===== config.mk =====
export PLATFORM = sky130hd
export DESIGN_NAME = core_pwr_seq
export DESIGN_NICKNAME = d
export VERILOG_FILES = /design/src/rtl/core_pwr_seq_pkg.sv /design/src/rtl/core_pwr_seq_ctrl.sv /design/src/rtl/core_pwr_seq_dp.sv /design/src/rtl/core_pwr_seq.sv
export SDC_FILE = /design/constraint.sdc
export NUM_CORES = 1
export LEC_CHECK = 0
export BUFFER_PORTS_ARGS = -buffer_cell sky130_fd_sc_hd__buf_2
export CAP_MARGIN = 20
export CELL_PAD_IN_SITES_DETAIL_PLACEMENT = 1
export CELL_PAD_IN_SITES_GLOBAL_PLACEMENT = 1
export CORE_ASPECT_RATIO = 1.2
export CORE_UTILIZATION = 27
export DETAILED_ROUTE_END_ITERATION = 7
export GPL_TIMING_DRIVEN = 0
export PLACE_DENSITY_LB_ADDON = 0.1
export SLEW_MARGIN = 20
export SYNTH_ARGS = -nofsm -noshare
export SYNTH_HDL_FRONTEND = slang
export SYNTH_SLANG_ARGS = --single-unit

===== constraint.sdc =====
create_clock -name clk -period 2.5 [get_ports clk]
set_input_delay 0.75 -clock clk [delete_from_list [all_inputs] [get_ports clk]]
set_output_delay 0.75 -clock clk [all_outputs]
set_load 0.1 [all_outputs]

===== src/rtl/core_pwr_seq_pkg.sv =====
package core_pwr_seq_pkg;

  localparam logic [1:0] STAT_OFF     = 2'b00;
  localparam logic [1:0] STAT_GOINGDN = 2'b01;
  localparam logic [1:0] STAT_GOINGUP = 2'b10;
  localparam logic [1:0] STAT_ON      = 2'b11;

  typedef enum logic [3:0] {
    ST_ON,
    ST_WAIT_IDLE,
    ST_DN_RST,
    ST_DN_HOLD,
    ST_DN_SWOFF,
    ST_OFF,
    ST_UP_SWON,
    ST_UP_SETTLE,
    ST_UP_ISOREL,
    ST_UP_RSTREL
  } seqState_e;

  typedef struct packed {
    logic       rstSet;
    logic       rstClr;
    logic       isoSet;
    logic       isoClr;
    logic       swSet;
    logic       swClr;
    logic       loadDnHold;
    logic       loadUpSettle;
    logic       cntDec;
    logic       statWr;
    logic [1:0] statCode;
  } seqStrobe_t;

endpackage


===== src/rtl/core_pwr_seq_ctrl.sv =====
module core_pwr_seq_ctrl
  import core_pwr_seq_pkg::*;
(
  input  logic       clk,
  input  logic       rstN,
  input  logic       cfgOn,
  input  logic       cfgOff,
  input  logic       cntZero,
  input  logic       coreWfi,
  input  logic       swAck,
  output seqStrobe_t strobe
);

  seqState_e stateQ, stateD;

  always_ff @(posedge clk or negedge rstN) begin
    if (!rstN) stateQ <= ST_ON;
    else       stateQ <= stateD;
  end

  always_comb begin
    stateD = stateQ;
    strobe = '0;
    unique case (stateQ)
      ST_ON: begin
        if (cfgOff) begin
          stateD          = ST_WAIT_IDLE;
          strobe.statWr   = 1'b1;
          strobe.statCode = STAT_GOINGDN;
        end
      end
      ST_WAIT_IDLE: begin
        if (cfgOn) begin
          stateD          = ST_ON;
          strobe.statWr   = 1'b1;
          strobe.statCode = STAT_ON;
        end else if (coreWfi) begin
          stateD        = ST_DN_RST;
          strobe.rstSet = 1'b1;
        end
      end
      ST_DN_RST: begin
        stateD            = ST_DN_HOLD;
        strobe.isoSet     = 1'b1;
        strobe.loadDnHold = 1'b1;
      end
      ST_DN_HOLD: begin
        if (cntZero) begin
          stateD       = ST_DN_SWOFF;
          strobe.swClr = 1'b1;
        end else begin
          strobe.cntDec = 1'b1;
        end
      end
      ST_DN_SWOFF: begin
        if (!swAck) begin
          stateD          = ST_OFF;
          strobe.statWr   = 1'b1;
          strobe.statCode = STAT_OFF;
        end
      end
      ST_OFF: begin
        if (cfgOn) begin
          stateD          = ST_UP_SWON;
          strobe.swSet    = 1'b1;
          strobe.statWr   = 1'b1;
          strobe.statCode = STAT_GOINGUP;
        end
      end
      ST_UP_SWON: begin
        if (swAck) begin
          stateD              = ST_UP_SETTLE;
          strobe.loadUpSettle = 1'b1;
        end
      end
      ST_UP_SETTLE: begin
        if (cntZero) begin
          stateD        = ST_UP_ISOREL;
          strobe.isoClr = 1'b1;
        end else begin
          strobe.cntDec = 1'b1;
        end
      end
      ST_UP_ISOREL: begin
        stateD        = ST_UP_RSTREL;
        strobe.rstClr = 1'b1;
      end
      ST_UP_RSTREL: begin
        stateD          = ST_ON;
        strobe.statWr   = 1'b1;
        strobe.statCode = STAT_ON;
      end
      default: stateD = ST_ON;
    endcase
  end

endmodule


===== src/rtl/core_pwr_seq_dp.sv =====
module core_pwr_seq_dp
  import core_pwr_seq_pkg::*;
#(
  parameter int DN_HOLD_CYC   = 2,
  parameter int UP_SETTLE_CYC = 4
) (
  input  logic       clk,
  input  logic       rstN,
  input  logic       cfgWrEn,
  input  logic [1:0] cfgWrData,
  input  seqStrobe_t strobe,
  output logic       cfgOn,
  output logic       cfgOff,
  output logic       cntZero,
  output logic       swEn,
  output logic       isoEn,
  output logic       coreRst,
  output logic [1:0] status
);

  localparam int MAX_WAIT = (DN_HOLD_CYC > UP_SETTLE_CYC) ? DN_HOLD_CYC : UP_SETTLE_CYC;
  localparam int CNT_W    = (MAX_WAIT > 1) ? $clog2(MAX_WAIT) : 1;
  localparam logic [CNT_W-1:0] DN_LOAD = CNT_W'(DN_HOLD_CYC - 1);
  localparam logic [CNT_W-1:0] UP_LOAD = CNT_W'(UP_SETTLE_CYC - 1);

  logic [1:0]       cfgQ;
  logic [CNT_W-1:0] cntQ;
  logic             validWr;

  assign validWr = cfgWrEn && ((cfgWrData == STAT_ON) || (cfgWrData == STAT_OFF));

  always_ff @(posedge clk or negedge rstN) begin
    if (!rstN)        cfgQ <= STAT_ON;
    else if (validWr) cfgQ <= cfgWrData;
  end

  assign cfgOn  = (cfgQ == STAT_ON);
  assign cfgOff = (cfgQ == STAT_OFF);

  always_ff @(posedge clk or negedge rstN) begin
    if (!rstN)                    cntQ <= '0;
    else if (strobe.loadDnHold)   cntQ <= DN_LOAD;
    else if (strobe.loadUpSettle) cntQ <= UP_LOAD;
    else if (strobe.cntDec)       cntQ <= cntQ - 1'b1;
  end

  assign cntZero = (cntQ == '0);

  always_ff @(posedge clk or negedge rstN) begin
    if (!rstN) begin
      swEn    <= 1'b1;
      isoEn   <= 1'b0;
      coreRst <= 1'b0;
      status  <= STAT_ON;
    end else begin
      if (strobe.swSet)       swEn    <= 1'b1;
      else if (strobe.swClr)  swEn    <= 1'b0;
      if (strobe.isoSet)      isoEn   <= 1'b1;
      else if (strobe.isoClr) isoEn   <= 1'b0;
      if (strobe.rstSet)      coreRst <= 1'b1;
      else if (strobe.rstClr) coreRst <= 1'b0;
      if (strobe.statWr)      status  <= strobe.statCode;
    end
  end

endmodule


===== src/rtl/core_pwr_seq.sv =====
module core_pwr_seq
  import core_pwr_seq_pkg::*;
#(
  parameter int DN_HOLD_CYC   = 2,
  parameter int UP_SETTLE_CYC = 4
) (
  input  logic       clk,
  input  logic       rstN,
  input  logic       cfgWrEn,
  input  logic [1:0] cfgWrData,
  input  logic       coreWfi,
  input  logic       swAck,
  output logic       swEn,
  output logic       isoEn,
  output logic       coreRst,
  output logic [1:0] status
);

  seqStrobe_t strobe;
  logic       cfgOn, cfgOff, cntZero;

  core_pwr_seq_ctrl u_ctrl (
    .clk     (clk),
    .rstN    (rstN),
    .cfgOn   (cfgOn),
    .cfgOff  (cfgOff),
    .cntZero (cntZero),
    .coreWfi (coreWfi),
    .swAck   (swAck),
    .strobe  (strobe)
  );

  core_pwr_seq_dp #(
    .DN_HOLD_CYC   (DN_HOLD_CYC),
    .UP_SETTLE_CYC (UP_SETTLE_CYC)
  ) u_dp (
    .clk       (clk),
    .rstN      (rstN),
    .cfgWrEn   (cfgWrEn),
    .cfgWrData (cfgWrData),
    .strobe    (strobe),
    .cfgOn     (cfgOn),
    .cfgOff    (cfgOff),
    .cntZero   (cntZero),
    .swEn      (swEn),
    .isoEn     (isoEn),
    .coreRst   (coreRst),
    .status    (status)
  );

endmodule


# --- Yosys cells after proc, flatten, opt, wreduce, memory -nomap -nowiden ---
# Cells that the tools add are included.
op_classes:
  muxes: 37
  reduce_logical: 12
  n_eq_ne: 18
  add_sub_neg: 1
ops:
  columns: ["cell", "n"]
  rows:
  - ["4-bit one-hot mux with 9 select lines", 1]
  - ["4-bit 2-to-1 mux", 8]
  - ["1-bit 2-to-1 mux", 20]
  - ["4-bit by 3-bit equality test with 1-bit output, second input constant", 4]
  - ["3-bit one-hot mux with 5 select lines", 1]
  - ["3-bit 2-to-1 mux", 4]
  - ["2-bit inequality test, second input constant", 6]
  - ["4-bit by 2-bit equality test with 1-bit output, second input constant", 2]
  - ["4-bit equality test, second input constant", 2]
  - ["7-bit AND reduction", 1]
  - ["2-bit zero test", 3]
  - ["2-bit 2-to-1 mux", 3]
  - ["2-bit nonzero test", 3]
  - ["2-bit equality test, second input constant", 2]
  - ["4-bit by 1-bit equality test with 1-bit output, second input constant", 1]
  - ["4-bit zero test", 1]
  - ["3-bit inequality test, second input constant", 1]
  - ["3-bit nonzero test", 1]
  - ["2-bit OR reduction", 1]
  - ["2-bit by 1-bit subtractor with 2-bit output, second input constant", 1]
  - ["1-bit logical AND", 1]
  - ["1-bit logical OR", 1]
totals:
  ff_bits: 13
  inputBits: 7
  word_cells: 75
  output_inout_bits: 5

# --- Depth between registers and ports, before layout ---
# Gate-level depths: netlist (run 1).
depth:
  ltp_word: 6
  mapped_depth: 6
  mapped_depth_nobuf: 6

# --- By module ---
# Synthesis (run 1) repeated with hierarchy kept, for this count alone.
unflattened:
  cells_unflattened: 94
  area_unflattened_um2: 802.0
by_module_without_submodules:
  columns: ["module", "seq_area_each_um2", "cells_each", "instances", "area_per_inst_um2"]
  rows:
  - ["core_pwr_seq_ctrl", 100.1, 58, 1, 409.1]
  - ["core_pwr_seq_dp", 231.5, 36, 1, 392.9]

# --- Worst setup path after synthesis (run 1) ---
# OpenSTA, ideal clock, no wires.
synth_path:
  kind: "reg-to-output"
  startpoint: "register u_dp.isoEn"
  endpoint: "output isoEn"
  t_arrival_ps: 908
  stages_incl_launch_ff: 1
  path_buffers: 0
  slack_ps: 842
  required_ps: 1750
  path_cell_list: "dfrtp_1"
synth_lines:
  columns: ["element", "line", "text"]
  rows:
  - ["start: declaration", "core_pwr_seq_dp.sv:16", "output logic isoEn,"]
  - ["start signal: assignment", "core_pwr_seq_dp.sv:52", "isoEn <= 1'b0;"]
  - ["start signal: assignment", "core_pwr_seq_dp.sv:58", "if (strobe.isoSet) isoEn <= 1'b1;"]
  - ["start signal: assignment", "core_pwr_seq_dp.sv:59", "else if (strobe.isoClr) isoEn <= 1'b0;"]
  - ["end: declaration", "core_pwr_seq.sv:14", "output logic isoEn,"]
# No word-level cell between the ends.

# --- Worst setup path in the final report (run 1) ---
layout_path:
  startpoint: "register u_dp.status[1]"
  endpoint: "output status[1]"
layout_lines:
  columns: ["element", "line", "text"]
  rows:
  - ["start: declaration", "core_pwr_seq_dp.sv:18", "output logic [1:0] status"]
  - ["start signal: assignment", "core_pwr_seq_dp.sv:62", "if (strobe.statWr) status <= strobe.statCode;"]
  - ["end: declaration", "core_pwr_seq.sv:16", "output logic [1:0] status"]
# No word-level cell between the ends.

==> reports/metrics.yaml, run 1 <==
outcome:
  outcome: "complete, no violations"
sta:
  finalHoldViolCount: 0
  fmax_ghz: 0.5037
  post-route-min-period_ns: 1.985
  grt_setup_unrepaired: "false"
  slew_violations: 0
  hold_slack_ns: 0.3411
  fin_crit_sh: 0.7941
  fin_worst_skew_ns: 0.007897
  maxSlewHeadroom: 0.6800
  worst_slew_pin_slew_ns: 0.4833
  setup_viol: 0
  tns_ns: 0
  fin_ws_ns: 0.5148
yosys:
  synth_flop_cell: "dfrtp_1"
  ys_seq_elements: 13
  yosys.area_share.adder: 0.01565
  synth_top_family_by_area: "simple AND/OR/NAND/NOR gates"
  synth_cell_type_count: 36
  synth_cells: 87
  netlist_area_um2: 799.5
  synth_area_leaders: "dfrtp_1 25%, dfstp_2 16%, nor2_1 6.6%, a21oi_1 5.0%, mux2i_1 3.8%"
  synth_top_cell_area_share: 0.2504
  synth-simple-area-share: 0.2379
  synth_fp_nets: 95
  ys_seq_area_frac: 0.4147
  async_flop_share: 1.000
  synth_edf_count: 0
  yosys_warnings: 0
  synth_top_cell_by_area: "dfrtp_1"
  synth_compound_area_frac: 0.2222
  synthXorXnorAreaFrac: 0.01095
  avgSynthCellArea_um2: 9.190
  synthMuxAreaShare: 0.05164
global_route:
  grt_pass1_wl_mm: 3.360
  globalRouteOverflowTotal: 0
  grt_pass1_vias: 724
  grt_max_degree: 14
  grt_antenna_before_repair: 0
  grt.total_usage: 0.1509
floorplanning:
  start_util: 0.2844
  floorplan.core_area_um2: 2811
  die_width_um: 51.68
  fp.dieH_um: 61.61
  io_pins: 12
  design.die.area_um2: 3184
  fp-row-count: 21
route:
  vias_per_cell: 5.110
  wl_per_cell_um: 14.76
  vias: 695
  dr.first_iter.drc_count: 13
  drc: 0
  wl_mm: 2.008
  wl_met2_mm: 1.027
  highest_layer: "met4"
  wl_met3_um: 43
  drtPass1Iterations: 4
  ant_nets: 0
  drt-met1-wl_um: 897
setup_path:
  path_buf_inv: 1
  crit_start: "u_dp.status[1]"
  path_max_fanout: 2
  cp.required_ns: 1.75
  startpoint_type: "flop"
  endpoint: "status[1]"
  r2r_start: "u_dp.cntQ[0]"
  cp_top_family: "flip-flops"
  cp-end-kind: "output pin"
  r2r_setup_slack_ns: 0.91
  path_depth: 1
  reg2reg_to: "u_ctrl.stateQ[0]"
  crit_slowest_cell: "dfstp_2"
  worst-setup-path-type: "reg -> out"
  worstPathCellList: "buf_2"
  worstRegToRegCells: 6
  worstPathArrival_ns: 1.24
  max_stage_delay_ns: 0.54
clock_tree:
  clk_pin_slew_ns: 0.09
  clkSinkCount: 13
  cts-root-buf: "clkbuf_4"
  htree_num_levels: 1
  clock_latency_ns: 0.28
  post_cts_buffers: 0
  ctsResizeCount: 0
  holdBufCountCts: 0
  cts_max_path_buffers: 2
  cts_tree: "built"
  numCtsBuffers: 3
cells_and_area:
  finish.utilization: 0.3284
  layout.nets: 111
  drive_gt1_frac: 0.2549
  diodes: 0
  area_growth_pct: 15.49
  final_area_um2: 923.4
power:
  leakagePower_uw: 0.0004075
  power.density_nw_per_um2: 1488
  ir_drop_mv: 0.6682
place:
  io_buffers: 11
  hpwl_mm: 1.486
  gp_congestion: 0.7679
  pre_cts_ws_ns: 0.8219
  placed_cell_area_um2: 897.1
run:
  maxCapViolCount: 0
hold_path:
  hp-class: "in -> async"
## how the worst min path moves through the flow
stage,from,endpoint,slack [ns],depth (start not counted)
5_1_grt,rstN,u_dp.cntQ[0],0.36,1
6_report,rstN,u_dp.cntQ[0],0.34,1
3_3_place_gp,u_dp.coreRst,u_dp.coreRst,0.49,1
4_1_cts,rstN,u_dp.isoEn,0.35,1
3_5_place_dp,u_dp.coreRst,u_dp.coreRst,0.50,1
2_1_floorplan,rstN,u_ctrl.stateQ[0],0.45,0
## cell families (layout without fill, tap and decap cells)
kind of cell    count (synthesis)  after routing
simple gates                   36             36
xor+xnor                        1              1
fa+ha+maj                       1              1
compound gates                 25             25
buf+inv                         7             22
mux                             4              4
flops                          13             13
## sequential cells by signal (all words and copies together), names as in the netlist
name	flops
u_ctrl.stateQ	4
u_dp.cfgQ	2
u_dp.cntQ	2
u_dp.coreRst	1
u_dp.isoEn	1
u_dp.status	2
u_dp.swEn	1
## Yosys cell counts (all sizes together), types with 3 or more instances
| master | number |
|---|---|
| inv | 3 |
| o21ai | 3 |
| nand3 | 3 |
| mux2i | 3 |
| nand3b | 3 |
| dfstp | 5 |
| dfrtp | 8 |
| nor2 | 14 |
| nor2b | 3 |
| buf | 4 |
| a21oi | 8 |
| nand2 | 6 |
## stage by stage
stage,std cells,total power [uW]
finish,136,1374
global route,136,1483
CTS,136,1395
detailed placement,132,1249
global placement,132,1240
floorplan,87,1085
## cells in the final DEF (no fill, tap or decap), types with 2 or more instances in the layout
master,n
nor2_1,14
mux2i_1,3
o21ai_0,2
buf_2,14
nor2b_1,2
clkbuf_4,3
inv_1,3
nand3_1,3
dfrtp_1,8
dfstp_2,5
nand2_1,6
a21o_1,2
a22o_1,2
o31ai_1,2
a21oi_1,8
nand3b_1,3
## area by class of cell
type                            count  area [um2]
Inverter                            3       11.26
Sequential cell                    13       331.6
Fill cell                         349        1888
Tap cell                           34       42.54
Buffer                              4       26.28
Multi-Input combinational cell     67       430.4
Clock buffer                        4       26.28
Timing Repair Buffer               11       55.05
## metal layers
metal / track usage / vias to the layer above
met5: 0 / -
met4: 0.06950 / 0
met3: 0.02222 / 4
met2: 0.2727 / 7
met1: 0.1759 / 343
li1: - / 341
## power breakdown
| group | internal, uW | switching (uW) |
|---|---|---|
| Sequential | 311 | 68.6 |
| Clock | 61.9 | 73.6 |
| Combinational | 284 | 575 |
(Power assumes the default switching activity.)
==> run 2: changes to the inputs <==
ABC_AREA = 1   (was unset)
clock period = 1.9 ns   (was 2.5 ns; I/O delays follow)
==> reports/metrics.yaml, run 2 <==
yosys:
  synth_area_leaders: "dfrtp_1 26%, dfstp_2 17%, nand2_1 9.9%, nand3_1 9.2%, inv_1 7.4%"
  netlist_area_um2: 760.7
  async_flop_share: 1.000
  synth_top_cell_area_share: 0.2632
  synth_flop_cell: "dfrtp_1"
  synthXorXnorAreaFrac: 0.01151
  avgSynthCellArea_um2: 7.763
  ys_seq_elements: 13
  synth_cell_type_count: 22
  synth_cells: 98
  ys_seq_area_frac: 0.4359
  synth-simple-area-share: 0.3339
  synth_top_family_by_area: "simple AND/OR/NAND/NOR gates"
  synth_edf_count: 0
  yosys_warnings: 0
  synth_compound_area_frac: 0.1234
  synth_most_common_cell: "nand2_1"
  synth_common_cells: "20 x nand2_1, 15 x inv_1, 14 x nand3_1"
  synth_fp_nets: 106
  yosys.area_share.adder: 0.01645
  synthMuxAreaShare: 0
  synth_top_cell_by_area: "dfrtp_1"
place:
  gp_congestion: 0.7477
  hpwl_mm: 1.419
  io_buffers: 11
  pre_cts_ws_ns: 0.4038
sta:
  fin_ws_ns: 0.1039
  slew_violations: 0
  finalHoldViolCount: 0
  fin_crit_sh: 0.9453
  worst_slew_pin_slew_ns: 0.4861
  tns_ns: 0
  fmax_ghz: 0.5567
  fin_worst_skew_ns: 0.0008555
  maxSlewHeadroom: 0.6782
  grt_setup_unrepaired: "false"
  post-route-min-period_ns: 1.796
  setup_viol: 0
setup_path:
  worstPathCellList: "buf_2"
  r2r_setup_slack_ns: 0.51
  startpoint_type: "flop"
  cp.required_ns: 1.33
  worstPathArrival_ns: 1.23
  r2r_start: "u_dp.cntQ[0]"
  crit_slowest_cell: "dfstp_2"
  worstRegToRegCells: 9
  reg2reg_to: "u_ctrl.stateQ[2]"
  max_stage_delay_ns: 0.53
  worst-setup-path-type: "reg -> out"
  path_max_fanout: 2
  cp-end-kind: "output pin"
  cp_top_family: "flip-flops"
  path_buf_inv: 1
global_route:
  grt_antenna_before_repair: 0
  grt.total_usage: 0.1471
  grt_pass1_wl_mm: 3.160
  grt_pass1_vias: 729
  globalRouteOverflowTotal: 0
  grt_max_degree: 14
route:
  ant_nets: 0
  wl_per_cell_um: 12.31
  drc: 0
  vias: 692
  wl_mm: 1.797
  drtPass1Iterations: 2
  vias_per_cell: 4.740
  dr.first_iter.drc_count: 7
clock_tree:
  cts_tree: "built"
  numCtsBuffers: 3
  ctsResizeCount: 0
  cts_max_path_buffers: 2
  clkSinkCount: 13
  cts-root-buf: "clkbuf_4"
  clock_latency_ns: 0.28
  post_cts_buffers: 0
  htree_num_levels: 1
  clk_pin_slew_ns: 0.08
  holdBufCountCts: 0
floorplanning:
  fp-row-count: 20
  die_width_um: 50.46
  design.die.area_um2: 3035
  start_util: 0.2923
  floorplan.core_area_um2: 2603
  io_pins: 12
  fp.dieH_um: 60.15
power:
  leakagePower_uw: 0.0004414
  power_uw: 1638
  power.density_nw_per_um2: 1854
  ir_drop_mv: 0.7363
cells_and_area:
  diodes: 0
  drive_gt1_frac: 0.2743
  mostFrequentLayoutCell: "nand2_1"
  layout_common_cells: "20 x nand2_1, 15 x inv_1, 14 x nand3_1"
  largest_reg_flops: 4
  largest-register: "u_ctrl.stateQ"
  layout.nets: 122
  area_growth_pct: 16.12
outcome:
  outcome: "complete, no violations"
hold_path:
  hp-class: "in -> async"
run:
  maxCapViolCount: 0
-- run 2: cell count changes after synthesis, sizes merged, moves of 4 or more --
| cell | delta |
|---|---|
| nand3 | +13 |
| inv | +13 |
| buf | -4 |
| a21oi | -5 |
| nand2 | +16 |
| nor2 | -4 |
| o21ai | +6 |
-- run 2: kinds of logic (layout without fill, tap and decap cells) --
| family | after synthesis | count (layout) |
|---|---|---|
| buffers and inverters | 16 | 31 |
| and+or+nand+nor | 51 | 51 |
| DFF | 13 | 13 |
| xor gates and xnor gates | 1 | 1 |
| AOI/OAI and AO/OA | 16 | 16 |
| adders and majority gates | 1 | 1 |
-- run 2: worst max-delay path by stage --
stage	from	to	slack, ns	cells after the start
detailed placement	u_dp.status[1]	status[1]	0.40	1
finish	u_dp.status[1]	status[1]	0.10	1
global route	u_dp.status[0]	status[0]	0.05	1
floorplan	u_dp.isoEn	isoEn	0.43	0
global placement	u_dp.status[1]	status[1]	0.41	1
CTS	u_dp.status[1]	status[1]	0.08	1
-- run 2: layout make-up --
class | count | area, um2
multi-input cells | 69 | 369.1
well taps | 33 | 41.29
clock buffers | 4 | 26.28
flip-flops and latches | 13 | 331.6
inverters | 16 | 60.06
repair buffers | 11 | 55.05
fillers | 355 | 1719
-- run 2: per-stage QoR --
step | utilization | cells | cell area, um2 | hold WS (ns)
floorplan | - | 98 | 760.7 | 0.2744
global placement | 0.3293 | 142 | 857.1 | 0.4706
detailed placement | 0.3293 | 142 | 857.1 | 0.4713
CTS | 0.3394 | 146 | 883.3 | 0.1728
global route | 0.3394 | 146 | 883.3 | 0.1715
finish | 0.3394 | 146 | 883.3 | 0.1684
-- run 2: where the power goes --
group	switching (uW)	internal (uW)	leakage (uW)
Combinational	725	247	0.000280
Clock	95.7	81.4	0.0000150
Sequential	82.8	406	0.000147
Total	904	734	0.000441
-- run 2: metal layers --
layer / GRT usage / up-vias / part of all wire
met5: 0 / - / 0
met4: 0.08333 / 0 / 0.017
met3: 0.03053 / 4 / 0.024
met2: 0.2629 / 9 / 0.50
met1: 0.1612 / 333 / 0.46
li1: - / 346 / -
==> run 3: changes to the inputs <==
MAX_ROUTING_LAYER = met4   (was unset)
SKIP_CTS_REPAIR_TIMING = 1   (was unset)
==> reports/metrics.yaml, run 3 (synthesis results as in run 2) <==
outcome:
  outcome: "complete, no violations"
run:
  maxCapViolCount: 0
setup_path:
  worstRegToRegCells: 8
  endpoint: "status[1]"
  worst-setup-path-type: "reg -> out"
  cp.required_ns: 1.33
  worstPathCellList: "buf_2"
  crit_start: "u_dp.status[1]"
  r2r_start: "u_ctrl.stateQ[0]"
  worstPathArrival_ns: 1.23
  crit_slowest_cell: "dfstp_2"
  path_buf_inv: 1
  r2r_setup_slack_ns: 0.51
  cp_top_family: "flip-flops"
  path_max_fanout: 2
  path_depth: 1
  startpoint_type: "flop"
  max_stage_delay_ns: 0.53
  reg2reg_to: "u_ctrl.stateQ[2]"
  cp-end-kind: "output pin"
floorplanning:
  design.die.area_um2: 3035
  die_width_um: 50.46
  fp-row-count: 20
  floorplan.core_area_um2: 2603
  io_pins: 12
  fp.dieH_um: 60.15
  start_util: 0.2923
cells_and_area:
  diodes: 0
  mostFrequentLayoutCell: "nand2_1"
  final_cell_count_no_fill: 146
  area_growth_pct: 16.12
  largest-register: "u_ctrl.stateQ"
  layout_common_cells: "20 x nand2_1, 15 x inv_1, 14 x nand3_1"
  layout.nets: 122
  drive_gt1_frac: 0.2743
  finish.utilization: 0.3394
  largest_reg_flops: 4
route:
  vias_per_cell: 4.740
  ant_nets: 0
  dr.first_iter.drc_count: 4
  drc: 0
  wl_mm: 1.797
  drtPass1Iterations: 2
  wl_per_cell_um: 12.31
  vias: 692
place:
  gp_congestion: 0.7572
  hpwl_mm: 1.419
  placedCellCount: 142
  pre_cts_ws_ns: 0.4038
  io_buffers: 11
global_route:
  grt.total_usage: 0.1515
  globalRouteOverflowTotal: 0
  grt_antenna_before_repair: 0
  grt_pass1_vias: 730
  grt_pass1_wl_mm: 3.160
  grt_max_degree: 14
sta:
  fin_ws_ns: 0.1034
  worst_slew_pin_slew_ns: 0.4861
  tns_ns: 0
  maxSlewHeadroom: 0.6782
  fin_worst_skew_ns: 0.0006816
  post-route-min-period_ns: 1.797
  finalHoldViolCount: 0
  setup_viol: 0
  fin_crit_sh: 0.9456
  grt_setup_unrepaired: "false"
  slew_violations: 0
  fmax_ghz: 0.5566
clock_tree:
  cts_tree: "built"
  clkSinkCount: 13
  cts_max_path_buffers: 2
  htree_num_levels: 1
  clock_latency_ns: 0.28
  numCtsBuffers: 3
  clk_pin_slew_ns: 0.08
  cts-root-buf: "clkbuf_4"
power:
  power_uw: 1638
  ir_drop_mv: 0.7363
  seqPwrFrac: 0.298
  p_comb_frac: 0.594
  p_int_uw: 733.7
  p_sw_uw: 904.3
  switching_share: 0.5521
  leakagePower_uw: 0.0004414
  power.density_nw_per_um2: 1854
  clkPwrFrac: 0.108
hold_path:
  hp-class: "in -> async"
run 3: cell counts in the layout (fill, tap and decap cells not counted):
No cell type changed its count.
run 3: metrics by stage:
stage | cell area (um2) | hold slack [ns]
2_1_floorplan | 760.7 | 0.2744
3_3_place_gp | 857.1 | 0.4706
3_5_place_dp | 857.1 | 0.4713
4_1_cts | 883.3 | 0.1728
5_1_grt | 883.3 | 0.1715
6_report | 883.3 | 0.1679
run 3: power by group through the flow:
stage	sequential, uW	clock [uW]	combinational, uW
5_1_grt	505	206	1090
4_1_cts	488	189	986
2_1_floorplan	765	0	514
6_report	488	177	972
3_5_place_dp	494	0	983
3_3_place_gp	488	0	974
run 3: cell type report:
| class | count | area [um2] |
|---|---|---|
| Fill cell | 355 | 1719 |
| Multi-Input combinational cell | 69 | 369.1 |
| Sequential cell | 13 | 331.6 |
| Inverter | 16 | 60.06 |
| Timing Repair Buffer | 11 | 55.05 |
| Tap cell | 33 | 41.29 |
| Clock buffer | 4 | 26.28 |
run 3: per-layer routing:
| metal | share of wire | vias to the layer above | global-route usage |
|---|---|---|---|
| li1 | - | 346 | - |
| met1 | 0.46 | 333 | 0.1612 |
| met2 | 0.50 | 9 | 0.2629 |
| met3 | 0.025 | 4 | 0.03053 |
| met5 | 0 | - | - |
| met4 | 0.015 | 0 | 0.08333 |
run 3: worst register-to-register path, cell delays in order, from the launching register on:
cell and delay [ns]:
dfrtp_1 0.46, nand2_1 0.14, inv_1 0.09, nand3_2 0.09, nand2_1 0.08, nor2_2 0.21, nand2_2 0.11, nand2_1 0.07
nand2_1 0.05
run 3: how the worst min path moves through the flow:
stage,cells after the start,slack (ns),end
global route,1,0.17,u_dp.cntQ[1]
global placement,2,0.47,u_dp.swEn
finish,1,0.17,u_dp.cntQ[1]
CTS,1,0.17,u_dp.cntQ[1]
floorplan,0,0.27,u_ctrl.stateQ[0]
detailed placement,2,0.47,u_dp.swEn
